### src/rtl/rtc_pkg.sv
package rtc_pkg;
  localparam int ADDR_W = 8;
  localparam int DATA_W = 32;

  localparam logic [ADDR_W-1:0] OFS_CTRL = 8'h00;
  localparam logic [ADDR_W-1:0] OFS_STAT = 8'h04;
  localparam logic [ADDR_W-1:0] OFS_TIME = 8'h10;
  localparam logic [ADDR_W-1:0] OFS_DATE = 8'h14;

  localparam int SLOT_TIME = 0;
  localparam int SLOT_DATE = 1;
  localparam int NUM_SLOTS = 2;

  typedef struct packed {
    logic [4:0] hour;
    logic [5:0] min;
    logic [5:0] sec;
  } rtc_time_t;

  typedef struct packed {
    logic       leap;
    logic [5:0] year;
    logic [3:0] mon;
    logic [4:0] day;
  } rtc_date_t;

  typedef struct packed {
    logic auto_sw;
    logic drive;
    logic ext_sel;
  } rtc_ctrl_t;

  function automatic logic [DATA_W-1:0] time_to_word(rtc_time_t t);
    return {11'b0, t.hour, 2'b0, t.min, 2'b0, t.sec};
  endfunction

  function automatic rtc_time_t word_to_time(logic [DATA_W-1:0] w);
    rtc_time_t t;
    t.hour = w[20:16];
    t.min  = w[13:8];
    t.sec  = w[5:0];
    return t;
  endfunction

  function automatic logic [DATA_W-1:0] date_to_word(rtc_date_t d);
    return {9'b0, d.leap, d.year, 4'b0, d.mon, 3'b0, d.day};
  endfunction

  function automatic rtc_date_t word_to_date(logic [DATA_W-1:0] w);
    rtc_date_t d;
    d.leap = w[22];
    d.year = w[21:16];
    d.mon  = w[11:8];
    d.day  = w[4:0];
    return d;
  endfunction

  function automatic logic [4:0] month_last_day(logic [3:0] mon, logic leap);
    case (mon)
      4'd2:                      return leap ? 5'd29 : 5'd28;
      4'd4, 4'd6, 4'd9, 4'd11:   return 5'd30;
      default:                   return 5'd31;
    endcase
  endfunction
endpackage

### src/rtl/rtc_tick_div.sv
module rtc_tick_div #(
  parameter int TICK_DIV = 32768
) (
  input  logic clk,
  input  logic rst_n,
  input  logic pulse_i,
  output logic sec_tick_o
);
  localparam int CW = (TICK_DIV > 2) ? $clog2(TICK_DIV) : 1;
  localparam logic [CW-1:0] LAST = CW'(TICK_DIV - 1);

  logic [CW-1:0] cnt_q;

  assign sec_tick_o = pulse_i && (cnt_q == LAST);

  always_ff @(posedge clk or negedge rst_n) begin
    if (!rst_n)          cnt_q <= '0;
    else if (sec_tick_o) cnt_q <= '0;
    else if (pulse_i)    cnt_q <= cnt_q + 1'b1;
  end
endmodule

### src/rtl/rtc_commit_slot.sv
module rtc_commit_slot #(
  parameter int DLY = 4,
  parameter int W   = 32
) (
  input  logic         clk,
  input  logic         rst_n,
  input  logic         load_i,
  input  logic [W-1:0] data_i,
  output logic         busy_o,
  output logic         commit_o,
  output logic [W-1:0] data_o
);
  localparam int CW = (DLY > 1) ? $clog2(DLY) : 1;

  logic [CW-1:0] cnt_q;

  assign commit_o = busy_o && (cnt_q == '0);

  always_ff @(posedge clk or negedge rst_n) begin
    if (!rst_n) begin
      busy_o <= 1'b0;
      cnt_q  <= '0;
      data_o <= '0;
    end else if (load_i && !busy_o) begin
      busy_o <= 1'b1;
      cnt_q  <= CW'(DLY - 1);
      data_o <= data_i;
    end else if (busy_o) begin
      if (cnt_q == '0) busy_o <= 1'b0;
      else             cnt_q  <= cnt_q - 1'b1;
    end
  end
endmodule

### src/rtl/rtc_calendar.sv
module rtc_calendar
  import rtc_pkg::*;
(
  input  logic      clk,
  input  logic      rst_n,
  input  logic      sec_tick_i,
  input  logic      time_ld_i,
  input  rtc_time_t time_i,
  input  logic      date_ld_i,
  input  rtc_date_t date_i,
  output rtc_time_t time_o,
  output rtc_date_t date_o
);
  localparam rtc_date_t DATE_RST = '{leap: 1'b0, year: 6'd0, mon: 4'd1, day: 5'd1};

  rtc_time_t t_next;
  rtc_date_t d_next;
  logic      day_carry;

  always_comb begin
    t_next    = time_o;
    day_carry = 1'b0;
    if (time_o.sec >= 6'd59) begin
      t_next.sec = '0;
      if (time_o.min >= 6'd59) begin
        t_next.min = '0;
        if (time_o.hour >= 5'd23) begin
          t_next.hour = '0;
          day_carry   = 1'b1;
        end else begin
          t_next.hour = time_o.hour + 1'b1;
        end
      end else begin
        t_next.min = time_o.min + 1'b1;
      end
    end else begin
      t_next.sec = time_o.sec + 1'b1;
    end
  end

  always_comb begin
    d_next = date_o;
    if (date_o.day >= month_last_day(date_o.mon, date_o.leap)) begin
      d_next.day = 5'd1;
      if (date_o.mon >= 4'd12) begin
        d_next.mon  = 4'd1;
        d_next.year = date_o.year + 1'b1;
      end else begin
        d_next.mon = date_o.mon + 1'b1;
      end
    end else begin
      d_next.day = date_o.day + 1'b1;
    end
  end

  always_ff @(posedge clk or negedge rst_n) begin
    if (!rst_n) begin
      time_o <= '0;
      date_o <= DATE_RST;
    end else begin
      if (time_ld_i)       time_o <= time_i;
      else if (sec_tick_i) time_o <= t_next;
      if (date_ld_i)                                     date_o <= date_i;
      else if (sec_tick_i && day_carry && !time_ld_i)    date_o <= d_next;
    end
  end
endmodule

### src/rtl/rtc_calendar_core.sv
module rtc_calendar_core
  import rtc_pkg::*;
#(
  parameter int          TICK_DIV   = 32768,
  parameter int          COMMIT_DLY = 8,
  parameter logic [15:0] CTRL_KEY   = 16'h16AA
) (
  input  logic              clk,
  input  logic              rst_n,
  input  logic              osc_pulse,
  input  logic              ext_osc_good,
  input  logic              req_valid,
  output logic              req_ready,
  input  logic              req_we,
  input  logic [ADDR_W-1:0] req_addr,
  input  logic [DATA_W-1:0] req_wdata,
  output logic              rsp_valid,
  output logic [DATA_W-1:0] rsp_data
);
  logic                 sec_tick;
  rtc_ctrl_t            ctrl_q;
  logic [2:0]           ctrl_bits;
  rtc_time_t            time_q;
  rtc_date_t            date_q;
  logic [DATA_W-1:0]    time_word;
  logic [DATA_W-1:0]    date_word;
  logic [NUM_SLOTS-1:0] slot_ld, slot_busy, slot_commit;
  logic [DATA_W-1:0]    slot_in  [NUM_SLOTS];
  logic [DATA_W-1:0]    slot_out [NUM_SLOTS];
  logic                 wr_ctrl, rd_req, active_ext;
  logic [DATA_W-1:0]    rd_mux;

  assign req_ready = 1'b1;
  assign rd_req    = req_valid && !req_we;
  assign wr_ctrl   = req_valid && req_we && (req_addr == OFS_CTRL)
                     && (req_wdata[31:16] == CTRL_KEY);
  assign slot_ld[SLOT_TIME] = req_valid && req_we && (req_addr == OFS_TIME);
  assign slot_ld[SLOT_DATE] = req_valid && req_we && (req_addr == OFS_DATE);
  assign slot_in[SLOT_TIME] = time_to_word(word_to_time(req_wdata));
  assign slot_in[SLOT_DATE] = date_to_word(word_to_date(req_wdata));

  rtc_tick_div #(.TICK_DIV(TICK_DIV)) u_div (
    .clk(clk), .rst_n(rst_n), .pulse_i(osc_pulse), .sec_tick_o(sec_tick)
  );

  for (genvar i = 0; i < NUM_SLOTS; i++) begin : g_slot
    rtc_commit_slot #(.DLY(COMMIT_DLY), .W(DATA_W)) u_slot (
      .clk(clk), .rst_n(rst_n),
      .load_i(slot_ld[i]), .data_i(slot_in[i]),
      .busy_o(slot_busy[i]), .commit_o(slot_commit[i]), .data_o(slot_out[i])
    );
  end

  rtc_calendar u_cal (
    .clk(clk), .rst_n(rst_n), .sec_tick_i(sec_tick),
    .time_ld_i(slot_commit[SLOT_TIME]), .time_i(word_to_time(slot_out[SLOT_TIME])),
    .date_ld_i(slot_commit[SLOT_DATE]), .date_i(word_to_date(slot_out[SLOT_DATE])),
    .time_o(time_q), .date_o(date_q)
  );

  assign time_word  = time_to_word(time_q);
  assign date_word  = date_to_word(date_q);
  assign ctrl_bits  = ctrl_q;
  assign active_ext = ctrl_q.ext_sel && (ext_osc_good || !ctrl_q.auto_sw);

  always_ff @(posedge clk or negedge rst_n) begin
    if (!rst_n)       ctrl_q <= '0;
    else if (wr_ctrl) ctrl_q <= '{auto_sw: req_wdata[14], drive: req_wdata[3],
                                  ext_sel: req_wdata[0]};
  end

  always_comb begin
    rd_mux = '0;
    case (req_addr)
      OFS_CTRL: begin
        rd_mux[0]  = ctrl_q.ext_sel;
        rd_mux[3]  = ctrl_q.drive;
        rd_mux[14] = ctrl_q.auto_sw;
        rd_mux[7]  = slot_busy[SLOT_TIME];
        rd_mux[8]  = slot_busy[SLOT_DATE];
        rd_mux[9]  = |slot_busy;
      end
      OFS_STAT: rd_mux[0] = active_ext;
      OFS_TIME: rd_mux = time_word;
      OFS_DATE: rd_mux = date_word;
      default:  rd_mux = '0;
    endcase
  end

  always_ff @(posedge clk or negedge rst_n) begin
    if (!rst_n) begin
      rsp_valid <= 1'b0;
      rsp_data  <= '0;
    end else begin
      rsp_valid <= rd_req;
      if (rd_req) rsp_data <= rd_mux;
    end
  end
endmodule

### config.mk
export PLATFORM = sky130hd
export DESIGN_NAME = rtc_calendar_core
export DESIGN_NICKNAME = d
export VERILOG_FILES = /design/src/rtl/rtc_pkg.sv /design/src/rtl/rtc_tick_div.sv /design/src/rtl/rtc_commit_slot.sv /design/src/rtl/rtc_calendar.sv /design/src/rtl/rtc_calendar_core.sv
export SDC_FILE = /design/constraint.sdc
export NUM_CORES = 1
export LEC_CHECK = 0
export CAP_MARGIN = 10
export CORE_UTILIZATION = 55
export CTS_CLUSTER_SIZE = 14
export DETAILED_ROUTE_END_ITERATION = 10
export DONT_BUFFER_PORTS = 1
export PLACE_DENSITY = 0.7
export SYNTH_ARGS = -nofsm -noshare
export SYNTH_HDL_FRONTEND = slang
export SYNTH_SLANG_ARGS = --single-unit
### constraint.sdc
create_clock -name clk -period 5.2 [get_ports clk]
set_input_delay 1.04 -clock clk [delete_from_list [all_inputs] [get_ports clk]]
set_output_delay 1.04 -clock clk [all_outputs]
set_load 0.02 [all_outputs]
==> run metrics <==
run status=finished, final reports clean; Worst R2R Path Depth=6; Top Family by Delay on Critical Path=simple AND/OR/NAND/NOR gates; setup TNS=0 ns; Worst-Skew Late Latency=0.53 ns; critical path class=in -> reg; routed len/inst=18.89 microns; Netlist cell types=57; Critical-path top delay cell=nand2_1; cell taking the most area after synthesis=dfrtp_1; f_max=307.6 MHz; TritonCTS Buffers=17; Design Power=2.860 mW; initial antenna violation count=0; Worst-path clk slew=0.06 ns; Crit. path cell count=5; pins over their slew limit=0; CP Launch Type=input pin; largest net degree at the start of global routing=115; Max Cap Viol=0; first-pass GRT wire length=22610 microns; Clock Sinks=114; final setup fails=0; First-pass DRT Iterations=8; # hold bufs at CTS=0; Layout area overhead=12.50%; Cell Pwr Density=438.8 mW/mm^2; hold crit path type=in -> async; via count=~4.6k; die area=0.01095 sq mm; wirelength, routed=13860 microns; Total Routing Usage GR=0.2704; crit share post-route=0.6252; Buf/Inv on CP=0; Hold WS=0.1992 ns; clk_skew=0.007980 ns; post-layout util=0.6343; endpoints failing hold=0; measured slew at the worst slew-check pin=1.051 ns; crit path cell chain=nor4_1 -> nand2_1 -> nor2_1 -> nand2_1 -> mux2_2; Seq cells post-synth=approximately 110; Tmin final=3.251 ns; H-tree levels=4; peak supply drop=0.0002483 V; die width=104.6 microns; routability cong.=0.8971; sequential fraction of the synthesis area=0.4928; synthesized area=just under 0.006 sq mm; total number of yosys warnings=0; Leak=3.061 nW; Final ANT Viol Nets=0; Row Count=37; DRC=0; cts repair resizes=0; Post-DP HPWL=9538 microns; core footprint=0.01028 sq mm; CTS tree=yes; port bufs=0; DR vias/cell=6.241; maximum clock path buffer count=2; GRT overflow=0; largest cells by area after synthesis=dfrtp_1 (48%), mux2_2 (7.4%), nor2_1 (4.5%), nand2_1 (4.0%), ha_1 (3.5%); RSZ-0062 raised after global routing=no; average size of a mapped cell=9.854 sq um; drt initial violations=229; Synth top area share=0.4837; worst-path fanout max=21; most used cell, CP=nand2_1; post-CTS setup buffer count=0; die height=104.6 microns; Nets=between 600 and 700; vias in the first global route=between 4k and 5k; Cells after Synth=588; share of cells above drive strength 1=0.1355; Async SR Flop Fraction=1.000; initial core utilization=0.5638; critical path data arrival time=3.66 ns; max incr delay on CP=0.79 ns; ys flop type=dfrtp_1; EDFF count, synth=0; Worst EP required=between 5 and 6 ns; crit path capture type=register; ANT cells=0; num ports=80; Slew headroom=0.2975; Root Driver=clkbuf_8
path summary, 6_finish.rpt:
path / from / to / slack [ns]
min in group clk: g_slot[1].u_slot.data_o[22] / u_cal.date_o[15] / 0.47
setup reg to reg: u_div.cnt_q[0] / u_cal.date_o[5] / 2.08
hold reg to reg: g_slot[1].u_slot.data_o[22] / u_cal.date_o[15] / 0.47
setup / recovery: req_addr[3] / g_slot[0].u_slot.data_o[8] / 1.95
hold / removal: rst_n / u_div.cnt_q[0] / 0.20
max in group asynchronous: rst_n / u_cal.date_o[0] / 4.78
cell usage in the layout, fill, tap and decap left out, types with 3 or more instances in the layout:
master / instances
a21o_1: 5
a21oi_1: 11
a221oi_1: 10
a22o_1: 3
a31oi_1: 23
and2_1: 4
and3_1: 5
buf_4: 6
bufinv_16: 5
clkbuf_16: 16
clkbuf_8: 4
clkinv_2: 4
conb_1: 12
dfrtp_1: 112
ha_1: 16
inv_1: 11
mux2_2: 38
mux2i_1: 5
nand2_1: 62
nand2b_1: 3
nand3_1: 37
nand3b_1: 3
nand4_1: 10
nand4b_1: 5
nor2_1: 70
nor3_1: 8
nor4_1: 7
o21ai_0: 31
o22ai_1: 3
o31ai_1: 4
or3_1: 9
or4_1: 5
xnor2_1: 6
xor2_1: 6
cell type report:
type | count | area, sq um
repair buffers | 6 | 45.04
multi-input cells | 434 | 2761
inverters | 12 | 45.04
well taps | 136 | 170.2
clock buffers | 22 | 462.9
fillers | 865 | 3759
flip-flops and latches | 114 | 2855
clock inverters | 10 | 178.9
per-stage QoR:
stage          cell area (sq um)  worst slack, ns  std cells
2_1_floorplan               5832            2.102        598
3_3_place_gp                5877            1.473        702
3_5_place_dp                5877            1.429        702
4_1_cts                     6519            1.974        734
5_1_grt                     6519            1.725        734
6_report                    6519            1.949        734
metal layers:
layer	share of wire	up-vias	GRT usage
met5	0	-	0
met4	0.025	0	0.1308
met3	0.079	25	0.08297
met2	0.47	179	0.4125
met1	0.42	2255	0.3511
li1	-	2122	-
state kept, by name, indices dropped and copies added (netlist names):
| signal | count |
|---|---|
| rsp_valid | 1 |
| g_slot.u_slot.cnt_q | 6 |
| u_cal.date_o | 16 |
| u_cal.time_o | 17 |
| rsp_data | 21 |
| g_slot.u_slot.data_o | 33 |
| ctrl_bits | 3 |
| u_div.cnt_q | 15 |
| g_slot.u_slot.busy_o | 2 |
cell usage after synthesis (4+ instances only):
master    count
xnor2_1       6
nor2_1       70
clkbuf_1     22
o31ai_1       4
a21oi_1      11
nand4_1      10
nor3_1        8
mux2i_1       5
mux2_2       38
inv_1        11
dfrtp_1     112
xor2_1        6
nand2_1      62
a31oi_1      23
nand4b_1      5
or3_1         9
buf_4        12
nand3_1      37
and3_1        5
ha_1         16
and2_1        4
a21o_1        5
nor4_1        7
o21ai_0      31
a221oi_1     10
or4_1         5
power breakdown:
group	switching (mW)	leakage [nW]	internal [mW]	total, mW
registers	0.152	1.50	1.00	1.16
clock network	0.400	0.319	0.862	1.26
logic	0.266	1.24	0.177	0.443
total	0.818	3.06	2.04	2.86
cells by family (layout without fill, tap and decap cells):
| family | Yosys count | after routing | share of synthesized area |
|---|---|---|---|
| xor+xnor | 12 | 12 | 0.01814 |
| compound gates | 111 | 111 | 0.1274 |
| mux | 43 | 43 | 0.08249 |
| flops | 114 | 114 | 0.4928 |
| fa+ha+maj | 16 | 16 | 0.03455 |
| buf+inv | 50 | 50 | 0.04081 |
| other cells | 2 | 12 | 0.001296 |
| simple gates | 240 | 240 | 0.2025 |
Note: power is estimated with default switching activity, not from simulation.
